<file path="config.mk">
export PLATFORM = sky130hd
export DESIGN_NAME = sirq_aggregator
export DESIGN_NICKNAME = d
export VERILOG_FILES = /design/src/rtl/sirq_pkg.sv /design/src/rtl/sirq_regs.sv /design/src/rtl/sirq_group.sv /design/src/rtl/sirq_tick.sv /design/src/rtl/sirq_host.sv /design/src/rtl/sirq_aggregator.sv
export SDC_FILE = /design/constraint.sdc
export NUM_CORES = 1
export LEC_CHECK = 0
export CAP_MARGIN = 0
export CORE_AREA = 2 2 113 115
export DETAILED_ROUTE_END_ITERATION = 6
export DIE_AREA = 0 0 115 117
export PLACE_DENSITY_LB_ADDON = 0.25
export SYNTH_ARGS = -nofsm -noshare
export SYNTH_HDL_FRONTEND = slang
export SYNTH_HIERARCHICAL = 1
export SYNTH_SLANG_ARGS = --single-unit
</file>
<file path="constraint.sdc">
create_clock -name clk -period 4 [get_ports clk]
set_clock_uncertainty 0.05 [all_clocks]
set_input_delay 0.6 -clock clk [delete_from_list [all_inputs] [get_ports clk]]
set_output_delay 0.6 -clock clk [all_outputs]
set_load 0.05 [all_outputs]
</file>
<file path="src/rtl/sirq_pkg.sv">
package sirq_pkg;
    localparam int REG_W       = 8;
    localparam int ADDR_W      = 4;
    localparam int CHANS       = 8;
    localparam int MAX_GROUPS  = 4;
    localparam int RATE_W      = 3;
    localparam int FASTEST     = 6;

    localparam logic [ADDR_W-1:0] A_HOSTCTL = 4'h0;
    localparam logic [ADDR_W-1:0] A_CFG     = 4'h1;
    localparam logic [ADDR_W-1:0] A_GSUM    = 4'h2;
    localparam logic [ADDR_W-1:0] A_XSUM    = 4'h3;
    localparam logic [ADDR_W-1:0] A_GSTAT0  = 4'h4;
    localparam logic [ADDR_W-1:0] A_MASK0   = 4'h8;

    localparam int BIT_HOST_EN = 3;
    localparam int BIT_STROBE  = 2;
    localparam int BIT_TONLY   = 7;

    // Period in clock cycles for a rate code; zero means no ticks.
    function automatic int unsigned tick_period(input logic [RATE_W-1:0] code,
                                                input int unsigned base);
        if (code >= 3'd1 && code <= 3'(FASTEST))
            return base << (FASTEST - int'(code));
        return 0;
    endfunction
endpackage

</file>
<file path="src/rtl/sirq_regs.sv">
module sirq_regs
    import sirq_pkg::*;
#(
    parameter int NUM_GROUPS = 4
) (
    input  logic                              clk,
    input  logic                              rst_n,
    input  logic                              wr_en,
    input  logic [ADDR_W-1:0]                 wr_addr,
    input  logic [REG_W-1:0]                  wr_data,
    output logic                              host_en,
    output logic                              tick_only,
    output logic [RATE_W-1:0]                 rate,
    output logic [NUM_GROUPS-1:0]             grp_en,
    output logic [NUM_GROUPS-1:0][CHANS-1:0]  mask,
    output logic                              strobe
);
    typedef struct packed {
        logic                             host_en;
        logic                             tick_only;
        logic [RATE_W-1:0]                rate;
        logic [NUM_GROUPS-1:0]            grp_en;
        logic [NUM_GROUPS-1:0][CHANS-1:0] mask;
    } regs_t;

    regs_t r_d, r_q;

    always_comb begin
        r_d    = r_q;
        strobe = wr_en && (wr_addr == A_HOSTCTL) && wr_data[BIT_STROBE];
        if (wr_en) begin
            if (wr_addr == A_HOSTCTL) begin
                r_d.host_en = wr_data[BIT_HOST_EN];
            end
            if (wr_addr == A_CFG) begin
                r_d.tick_only = wr_data[BIT_TONLY];
                r_d.rate      = wr_data[6:4];
                r_d.grp_en    = wr_data[NUM_GROUPS-1:0];
            end
            for (int g = 0; g < NUM_GROUPS; g++) begin
                if (wr_addr == A_MASK0 + ADDR_W'(g))
                    r_d.mask[g] = wr_data;
            end
        end
    end

    always_ff @(posedge clk) begin
        if (!rst_n) begin
            r_q.host_en   <= 1'b0;
            r_q.tick_only <= 1'b0;
            r_q.rate      <= '0;
            r_q.grp_en    <= '0;
            r_q.mask      <= '1;
        end else begin
            r_q <= r_d;
        end
    end

    assign host_en   = r_q.host_en;
    assign tick_only = r_q.tick_only;
    assign rate      = r_q.rate;
    assign grp_en    = r_q.grp_en;
    assign mask      = r_q.mask;

    // a write to the control address with bit 3 set leaves delivery enabled
    a_r10_enable_written: assert property (@(posedge clk) disable iff (!rst_n)
        (wr_en && wr_addr == A_HOSTCTL && wr_data[BIT_HOST_EN]) |=> host_en);
endmodule

</file>
<file path="src/rtl/sirq_group.sv">
module sirq_group
    import sirq_pkg::*;
(
    input  logic             clk,
    input  logic             rst_n,
    input  logic             en_i,
    input  logic [CHANS-1:0] mask_i,
    input  logic [CHANS-1:0] chan_i,
    output logic [CHANS-1:0] stat_o,
    output logic             flag_o
);
    typedef struct packed {
        logic [CHANS-1:0] stat;
    } grp_t;

    grp_t s_d, s_q;

    always_comb begin
        s_d      = s_q;
        s_d.stat = en_i ? (chan_i & mask_i) : '0;
    end

    always_ff @(posedge clk) begin
        if (!rst_n) s_q <= '0;
        else        s_q <= s_d;
    end

    assign stat_o = s_q.stat;
    assign flag_o = |s_q.stat;

    // a disabled group shows no pending channel on the next cycle
    a_r1_disabled_quiet: assert property (@(posedge clk) disable iff (!rst_n)
        !en_i |=> (stat_o == '0));
    // masked channels never reach the status byte
    a_r9_mask_blocks: assert property (@(posedge clk) disable iff (!rst_n)
        1'b1 |=> ((stat_o & ~$past(mask_i)) == '0));
endmodule

</file>
<file path="src/rtl/sirq_tick.sv">
module sirq_tick
    import sirq_pkg::*;
#(
    parameter int unsigned BASE_DIV = 20,
    parameter int          CNT_W    = 16
) (
    input  logic              clk,
    input  logic              rst_n,
    input  logic [RATE_W-1:0] rate_i,
    output logic              tick_o
);
    typedef struct packed {
        logic [CNT_W-1:0]  cnt;
        logic [RATE_W-1:0] prev;
    } tick_t;

    tick_t       s_d, s_q;
    int unsigned period;
    logic        changed;
    logic        active;

    always_comb begin
        s_d     = s_q;
        period  = tick_period(rate_i, BASE_DIV);
        active  = (period != 0);
        changed = (rate_i != s_q.prev);
        tick_o  = active && !changed && (s_q.cnt == CNT_W'(period - 1));
        s_d.prev = rate_i;
        if (changed || !active || tick_o) s_d.cnt = '0;
        else                              s_d.cnt = s_q.cnt + 1'b1;
    end

    always_ff @(posedge clk) begin
        if (!rst_n) s_q <= '0;
        else        s_q <= s_d;
    end

    // codes 0 and 7 never tick
    a_r4_off_codes_silent: assert property (@(posedge clk) disable iff (!rst_n)
        (rate_i == 3'd0 || rate_i == 3'd7) |-> !tick_o);
    // the cycle after a rate change never ticks
    a_r5_restart_no_tick: assert property (@(posedge clk) disable iff (!rst_n)
        (rate_i != $past(rate_i)) |-> !tick_o);
endmodule

</file>
<file path="src/rtl/sirq_host.sv">
module sirq_host (
    input  logic clk,
    input  logic rst_n,
    input  logic en_i,
    input  logic tick_only_i,
    input  logic grp_any_i,
    input  logic tick_i,
    input  logic strobe_i,
    output logic irq_o,
    output logic tick_pend_o
);
    typedef struct packed {
        logic irq;
        logic tick_pend;
    } host_t;

    host_t s_d, s_q;
    logic  src;

    always_comb begin
        s_d           = s_q;
        src           = tick_only_i ? s_q.tick_pend : (grp_any_i | s_q.tick_pend);
        s_d.tick_pend = tick_i | (s_q.tick_pend & ~strobe_i);
        s_d.irq       = en_i & src & ~strobe_i;
    end

    always_ff @(posedge clk) begin
        if (!rst_n) s_q <= '0;
        else        s_q <= s_d;
    end

    assign irq_o       = s_q.irq;
    assign tick_pend_o = s_q.tick_pend;

    // an acknowledge always drops the line on the next edge
    a_r8_strobe_drops: assert property (@(posedge clk) disable iff (!rst_n)
        strobe_i |=> !irq_o);
    // with delivery disabled the line is low next cycle
    a_r6_enable_gates: assert property (@(posedge clk) disable iff (!rst_n)
        !en_i |=> !irq_o);
    // in tick-only mode groups alone cannot raise the line
    a_r7_tick_only: assert property (@(posedge clk) disable iff (!rst_n)
        (tick_only_i && !tick_pend_o) |=> !irq_o);
    // pending flag only rises after a tick
    a_r3_pend_from_tick: assert property (@(posedge clk) disable iff (!rst_n)
        $rose(tick_pend_o) |-> $past(tick_i));
endmodule

</file>
<file path="src/rtl/sirq_aggregator.sv">
module sirq_aggregator
    import sirq_pkg::*;
#(
    parameter int          NUM_GROUPS  = 4,
    parameter int unsigned CLK_HZ      = 100_000_000,
    parameter int unsigned TOP_RATE_HZ = 274
) (
    input  logic                        clk,
    input  logic                        rst_n,
    input  logic [NUM_GROUPS*CHANS-1:0] chan_irq,
    input  logic                        wr_en,
    input  logic [ADDR_W-1:0]           wr_addr,
    input  logic [REG_W-1:0]            wr_data,
    input  logic [ADDR_W-1:0]           rd_addr,
    output logic [REG_W-1:0]            rd_data,
    output logic                        host_irq
);
    localparam int unsigned BASE_DIV = CLK_HZ / TOP_RATE_HZ;
    localparam int unsigned MAX_PER  = BASE_DIV << (FASTEST - 1);
    localparam int          CNT_W    = $clog2(MAX_PER + 1);

    logic                             host_en, tick_only, strobe, tick, tick_pend;
    logic [RATE_W-1:0]                rate;
    logic [NUM_GROUPS-1:0]            grp_en, grp_flag;
    logic [NUM_GROUPS-1:0][CHANS-1:0] mask, gstat;
    logic [MAX_GROUPS-1:0]            flags4, en4;

    sirq_regs #(.NUM_GROUPS(NUM_GROUPS)) u_regs (
        .clk(clk), .rst_n(rst_n), .wr_en(wr_en), .wr_addr(wr_addr),
        .wr_data(wr_data), .host_en(host_en), .tick_only(tick_only),
        .rate(rate), .grp_en(grp_en), .mask(mask), .strobe(strobe)
    );

    for (genvar g = 0; g < NUM_GROUPS; g++) begin : g_grp
        sirq_group u_grp (
            .clk(clk), .rst_n(rst_n), .en_i(grp_en[g]), .mask_i(mask[g]),
            .chan_i(chan_irq[g*CHANS +: CHANS]), .stat_o(gstat[g]),
            .flag_o(grp_flag[g])
        );
    end

    sirq_tick #(.BASE_DIV(BASE_DIV), .CNT_W(CNT_W)) u_tick (
        .clk(clk), .rst_n(rst_n), .rate_i(rate), .tick_o(tick)
    );

    sirq_host u_host (
        .clk(clk), .rst_n(rst_n), .en_i(host_en), .tick_only_i(tick_only),
        .grp_any_i(|grp_flag), .tick_i(tick), .strobe_i(strobe),
        .irq_o(host_irq), .tick_pend_o(tick_pend)
    );

    always_comb begin
        flags4 = '0;
        en4    = '0;
        for (int g = 0; g < NUM_GROUPS; g++) begin
            flags4[g] = grp_flag[g];
            en4[g]    = grp_en[g];
        end
    end

    always_comb begin
        rd_data = '0;
        case (rd_addr)
            A_HOSTCTL: rd_data[BIT_HOST_EN] = host_en;
            A_CFG:     rd_data = {tick_only, rate, en4};
            A_GSUM:    rd_data = {4'b0, flags4};
            A_XSUM:    rd_data = {3'b0, tick_pend, flags4};
            default: begin
                for (int g = 0; g < NUM_GROUPS; g++) begin
                    if (rd_addr == A_GSTAT0 + ADDR_W'(g)) rd_data = gstat[g];
                    if (rd_addr == A_MASK0 + ADDR_W'(g))  rd_data = mask[g];
                end
            end
        endcase
    end

    // the summary upper nibble is always clear
    a_r2_upper_clear: assert property (@(posedge clk) disable iff (!rst_n)
        (rd_addr == A_GSUM) |-> (rd_data[7:4] == 4'b0));
endmodule

</file>
## After elaboration in Yosys (flattened, before gate mapping)

Cells that the tools add are included.

- Flip-flop bits (word level): 102
- Output and inout port bits: 9
- Logic and storage cells: 96

- Add/subtract/negate cells: 3
- Order comparisons: 2
- Equality and inequality tests: 18
- Shift operators: 1
- Muxes and demuxes: 15
- Bitwise operators: 11
- Reductions and logical operators: 30

Operators with widths:

| kind | count |
|---|---|
| 32-bit 2-to-1 mux | 2 |
| 8-bit 2-to-1 mux | 8 |
| 8-bit bitwise AND | 4 |
| 4-bit == test, second input constant | 8 |
| 32-bit nonzero test | 1 |
| 32-bit OR reduction | 1 |
| 8-bit OR reduction | 4 |
| 19-bit by 32-bit << shifter with 32-bit output, first input constant | 1 |
| 24-bit by 1-bit adder with 24-bit output, second input constant | 1 |
| 24-bit == test | 1 |
| 24-bit by 1-bit subtractor with 24-bit output, second input constant | 1 |
| 2-bit AND reduction | 10 |
| 4-bit by 3-bit == test with 1-bit output, second input constant | 4 |
| 4-bit one-hot mux with 3 select lines | 1 |
| 3-bit one-hot mux with 3 select lines | 1 |
| 4-bit by 1-bit == test with 1-bit output, second input constant | 2 |
| 4-bit by 2-bit == test with 1-bit output, second input constant | 2 |
| 4-bit logical NOT | 2 |
| 2-bit OR reduction | 3 |
| 1-bit logical AND | 5 |
| 3-bit by 3-bit subtractor with 4-bit output, first input constant | 1 |
| 1-bit bitwise AND | 3 |
| 3-bit by 1-bit greater-or-equal comparator with 1-bit output, second input constant | 1 |
| 3-bit <= comparator, second input constant | 1 |
| other kinds (7) | 12 |

## Logic depth before layout (Yosys ltp)

- Depth in word-level cells: 10
- Gate-level depth with buffers: 18
- Gate-level depth less buffers: 16

## Hierarchy

Netlist, hierarchy kept.

By module, submodules not included:

| module | instances | cells an instance | area each (um^2) |
|---|---|---|---|
| sirq_tick | 1 | 328 | 2524.9 |
| sirq_regs | 1 | 170 | 1630.3 |
| sirq_aggregator | 1 | 163 | 1016.0 |
| sirq_group | 4 | 20 | 235.2 |
| sirq_host | 1 | 8 | 80.1 |

## Worst setup path before layout

Ideal clock, no wire load.

- Kind: reg2reg
- Start point: register, netlist name u_regs/rate[0]
- End point: register u_tick/s_q[17] (netlist name)
- Library setup time: 0.115 ns
- Data arrival time: 3.934 ns
- Required time: 3.835 ns
- Slack: -0.099 ns
- Stages on the path, launching flop included: 18
- Buffers on the path: 4
- Period minus slack after synthesis: 4.099 ns
- Cells stage by stage: dfxtp_1 clkbuf_1 inv_1 clkbuf_1 ha_1 clkbuf_1 a2111oi_2 and2_1 inv_1 ha_1 xor2_1 o311ai_0 a31oi_1 nand2_1 or4b_4 o41ai_4 buf_6 nor2_2

- Longest elaborated chain between the ends: 9
- Elaborated cells between the ends (all ways): 19

Ends and longest elaborated chain:

| what | RTL line | RTL |
|---|---|---|
| 3-bit by 3-bit subtractor with 4-bit output, or another cell as far along | sirq_pkg.sv:24 | `return base << (FASTEST - int'(code));` |
| 19-bit by 32-bit << shifter with 32-bit output / 1-bit logical AND (equally long branches) | sirq_pkg.sv:24, sirq_pkg.sv:23 |  |
| 32-bit 2-to-1 mux / 1-bit 2-to-1 mux (equally long branches) | sirq_pkg.sv:23 | `if (code >= 3'd1 && code <= 3'(FASTEST))` |
| 32-bit 2-to-1 mux | sirq_pkg.sv:25 | `return 0;` |
| 24-bit by 1-bit subtractor with 24-bit output / 32-bit nonzero test (equally long branches) | sirq_tick.sv:27, sirq_tick.sv:25 |  |
| 24-bit == test, or another cell as far along | sirq_tick.sv:27 | `tick_o = active && !changed && (s_q.cnt == CNT_W'(period - 1));` |
| 1-bit logical AND / 1-bit logical OR (equally long branches) | sirq_tick.sv:27, sirq_tick.sv:29 |  |
| 1-bit logical OR * | sirq_tick.sv:29 | `if (changed \|\| !active \|\| tick_o) s_d.cnt = '0;` |
| 2-bit OR reduction (no line) * | n/a |  |
| end signal: assignment | sirq_tick.sv:34 | `if (!rst_n) s_q <= '0;` |
| end signal: assignment | sirq_tick.sv:35 | `else s_q <= s_d;` |
| end: declaration | sirq_tick.sv:17 | `tick_t s_d, s_q;` |

Mark *: on every way between the ends. The rest lies on a longest branch, timed or not.
A chain may end at the register's enable or synchronous reset.

## Final worst setup path

- Start point: register, netlist name u_regs/rate[0]
- End point: register u_tick/s_q[22] (netlist name)

- Longest elaborated chain between the ends: 9
- Elaborated cells between the ends (all ways): 19

Ends and longest elaborated chain:

| what | RTL line |
|---|---|
| 3-bit by 3-bit subtractor with 4-bit output, or another cell as far along | sirq_pkg.sv:24 |
| 19-bit by 32-bit << shifter with 32-bit output / 1-bit logical AND (equally long branches) | sirq_pkg.sv:24, sirq_pkg.sv:23 |
| 32-bit 2-to-1 mux / 1-bit 2-to-1 mux (equally long branches) | sirq_pkg.sv:23 |
| 32-bit 2-to-1 mux | sirq_pkg.sv:25 |
| 24-bit by 1-bit subtractor with 24-bit output / 32-bit nonzero test (equally long branches) | sirq_tick.sv:27, sirq_tick.sv:25 |
| 24-bit == test, or another cell as far along | sirq_tick.sv:27 |
| 1-bit logical AND / 1-bit logical OR (equally long branches) | sirq_tick.sv:27, sirq_tick.sv:29 |
| 1-bit logical OR * | sirq_tick.sv:29 |
| 2-bit OR reduction (no line) * | n/a |

Marked as above.

==> metrics.yaml <==
floorplan:
  die_y_um: 117
  start_util: 0.503
  rows: 41
  ioPinCount: 60
  die_w_um: 115
  core-area_um2: 12300
  die-area_um2: 13500
drt:
  drt_wl_total_um: 18400
  drtIter0Drc: 466
  drc: 0
  vias_per_cell: 6.25
  via_count: 5885
  detail-route-antenna-nets: 0
  routedWlPerCell_um: 19.6
  drt_pre_antenna_iters: 6
synthesis:
  synth_area_leaders: "dfxtp_1, o21ai_0, and3_1, nand2_1, o211ai_1"
  ys_warn_count: 6
  ys_seq_area_frac: 0.330
  syn_area_um2: 6190
  synth_edf_count: 0
  ys_async_sr_fraction: 0
  ys.flop_type: "dfxtp_1"
  synth_compound_area_frac: 0.247
  syn_area_per_cell_um2: 8.27
  yosysTopAreaCellShare: 0.330
  syn-num-nets: 805
  synthMuxAreaShare: 0.0277
  synthDistinctLibCells: 82
  synth_area_leader_cell: "dfxtp_1"
  synth_xor_area_frac: 0.0523
  synth_fa_ha_area_frac: 0.0101
  yosysMostFrequentCell: "dfxtp_1"
  synth_top_family_by_area: "simple AND/OR/NAND/NOR gates"
  yosys.area_share.simple: 0.274
  netlist_instances: 749
  ys_ff_latch: 102
  yosys-top-cells-count: "dfxtp_1, nand2_1, o21ai_0, and3_1, nor2_1"
cts:
  postCtsSetupBuffers: 0
  cts_tree: "built"
  clk_pin_slew_ns: 0.07
  clkSinkCount: 102
  cts_buffer_depth: 2
  cts_buffers: 9
  h-tree-depth: 3
  insertion_delay_ns: 0.36
  root_buffer: "clkbuf_16"
final_layout:
  finalCoreUtilization: 0.590
  drive_gt1_frac: 0.121
  final_nets: 843
  n_fill_cell: 1087
  multi_input_area_um2: 3800
  area_delta_synth_final_pct: 17.3
  diodes: 0
  seq_area_um2: 2040
  finalInstanceArea_um2: 7270
sta:
  fmax_ghz: 0.267
  timing.setup.tns_ns: 0
  whs_ns: 0.448
  setup_ws_ns: 0.248
  post-route-period-util: 0.938
  hold_violations: 0
  setup_viol: 0
  drv_slew: 0
  slew_headroom: 0.538
  tightest_slew_ns: 0.694
  post-route-min-period_ns: 3.75
  rsz0062_at_grt: "false"
setup_path:
  critPathRequiredTime_ns: 4.19
  critPathLaunchType: "flip-flop"
  critPathCaptureType: "flip-flop"
  crit_arrival_ns: 3.95
  path_class: "reg2reg"
  crit_fanout: 24
pwr:
  sequentialPowerShare: 0.454
  cell_internal_pwr_mw: 1.67
  power_density_nw_per_um2: 314
  comb_power_share: 0.144
  switching_share: 0.267
  switchingPower_uw: 608
  irDropWorstVdd_v: 0.000298
  power_frac_clock: 0.401
  p_leak_nw: 2.66
global_route:
  antenna_found_initial: 0
  grt_pass1_vias: 5691
  grt.overflow.total: 0
  grt_max_degree: 50
  grt_pass1_wl_um: 29200
  grt_usage: 0.281
outcome:
  outcome: "finished clean"
placed_design:
  dp_slack_ns: 0.178
  place_hpwl_um: 14100
  gp_congestion: 0.953
  portBuffers: 59
  placed_area_um2: 6940
flow_run:
  cap_violations: 0
hold_path:
  hold_class: "reg2reg"
-- per-stage QoR --
| stage | power, mW | instances |
|---|---|---|
| after floorplan | 1.24 | 749 |
| final | 2.28 | 942 |
| after detailed placement | 1.38 | 926 |
| after CTS | 2.29 | 942 |
| after global routing | 2.36 | 942 |
| after global placement | 1.38 | 926 |
-- final cells by class --
type | instances | share of cell area
tap | 150 | 0.0258
clock buffer | 9 | 0.0310
sequential | 102 | 0.281
timing repair buffer | 80 | 0.115
inverter | 23 | 0.0119
clock inverter | 7 | 0.0126
multi-input combinational | 571 | 0.523
-- layer usage --
metal / vias up / global-route usage / wire (µm)
li1: 2817 / - / -
met1: 2814 / 0.324 / 7440
met2: 201 / 0.504 / 9410
met3: 53 / 0.0474 / 727
met4: 0 / 0.139 / 859
met5: - / 0 / 0
-- timing repair --
| action | CTS | global route |
|---|---|---|
| hold buffers | 0 | 0 |
| endpoints found under the setup margin | 0 | 23 |
| gates resized for setup | 0 | 1 |
-- power groups by stage --
stage               logic (mW)  clock network (mW)  registers (mW)
floorplan                0.185                   0            1.05
global placement         0.321                   0            1.06
detailed placement       0.325                   0            1.06
CTS                      0.326               0.932            1.03
global route             0.351               0.973            1.04
finish                   0.329               0.914            1.04
-- cells by family after synthesis --
logic type | Yosys count
mux | 17
simple gates | 300
xor+xnor | 34
fa+ha+maj | 5
compound gates | 215
flops | 102
buf+inv | 76
-- sequential cells by signal, summed over array words and instances (netlist names) --
| register | count |
|---|---|
| u_regs/rate | 3 |
| u_regs/tick_only | 1 |
| u_regs/mask | 32 |
| u_tick/s_q | 27 |
| g_grp.u_grp/stat_o | 32 |
| u_regs/grp_en | 4 |
| u_host/tick_pend_o | 1 |
| u_host/irq_o | 1 |
| u_regs/host_en | 1 |
-- critical path: stages (launching register included) --
cell	delay, ns
dfxtp_1	0.35
buf_4	0.22
nand2b_1	0.26
a2111oi_4	0.44
and2_1	0.21
inv_1	0.05
ha_1	0.21
o21ai_1	0.25
nor2_1	0.17
a2111oi_0	0.44
a31o_2	0.17
a32oi_1	0.09
o41ai_4	0.41
buf_12	0.24
nor2_1	0.07
-- cell usage in the layout (no fill, tap or decap), types with 5 or more instances in the layout --
master,n
dfxtp_1,102
and3_1,41
nand2b_1,16
nor2_2,20
o211ai_1,32
nor2b_1,21
buf_4,20
a21oi_1,30
nor3b_1,5
a31oi_1,6
o21a_1,5
a2bb2oi_1,5
o21ai_0,56
nor4_1,13
nand2_1,65
nor2_1,36
or3_1,7
inv_1,21
nor3_1,9
and2_4,5
nand3_1,16
xnor2_1,11
buf_12,9
xor2_1,21
clkdlybuf4s50_1,50
o31ai_1,8
clkbuf_16,9
mux2i_1,16
o2bb2ai_1,7
o22ai_1,7
nand3b_1,10
and2_1,10
ha_1,5
-- final timing paths --
path                                      start                        to  slack [ns]  cells after the start
worst max register to register   u_regs/rate[0]            u_tick/s_q[22]        0.25                     14
worst max-delay path             u_regs/rate[0]            u_tick/s_q[22]        0.25                     14
worst min-delay path            u_regs/mask[19]  g_grp[2].u_grp/stat_o[3]        0.45                      1
worst min register to register  u_regs/mask[19]  g_grp[2].u_grp/stat_o[3]        0.45                      1
Power figures use the tool's default switching activity.
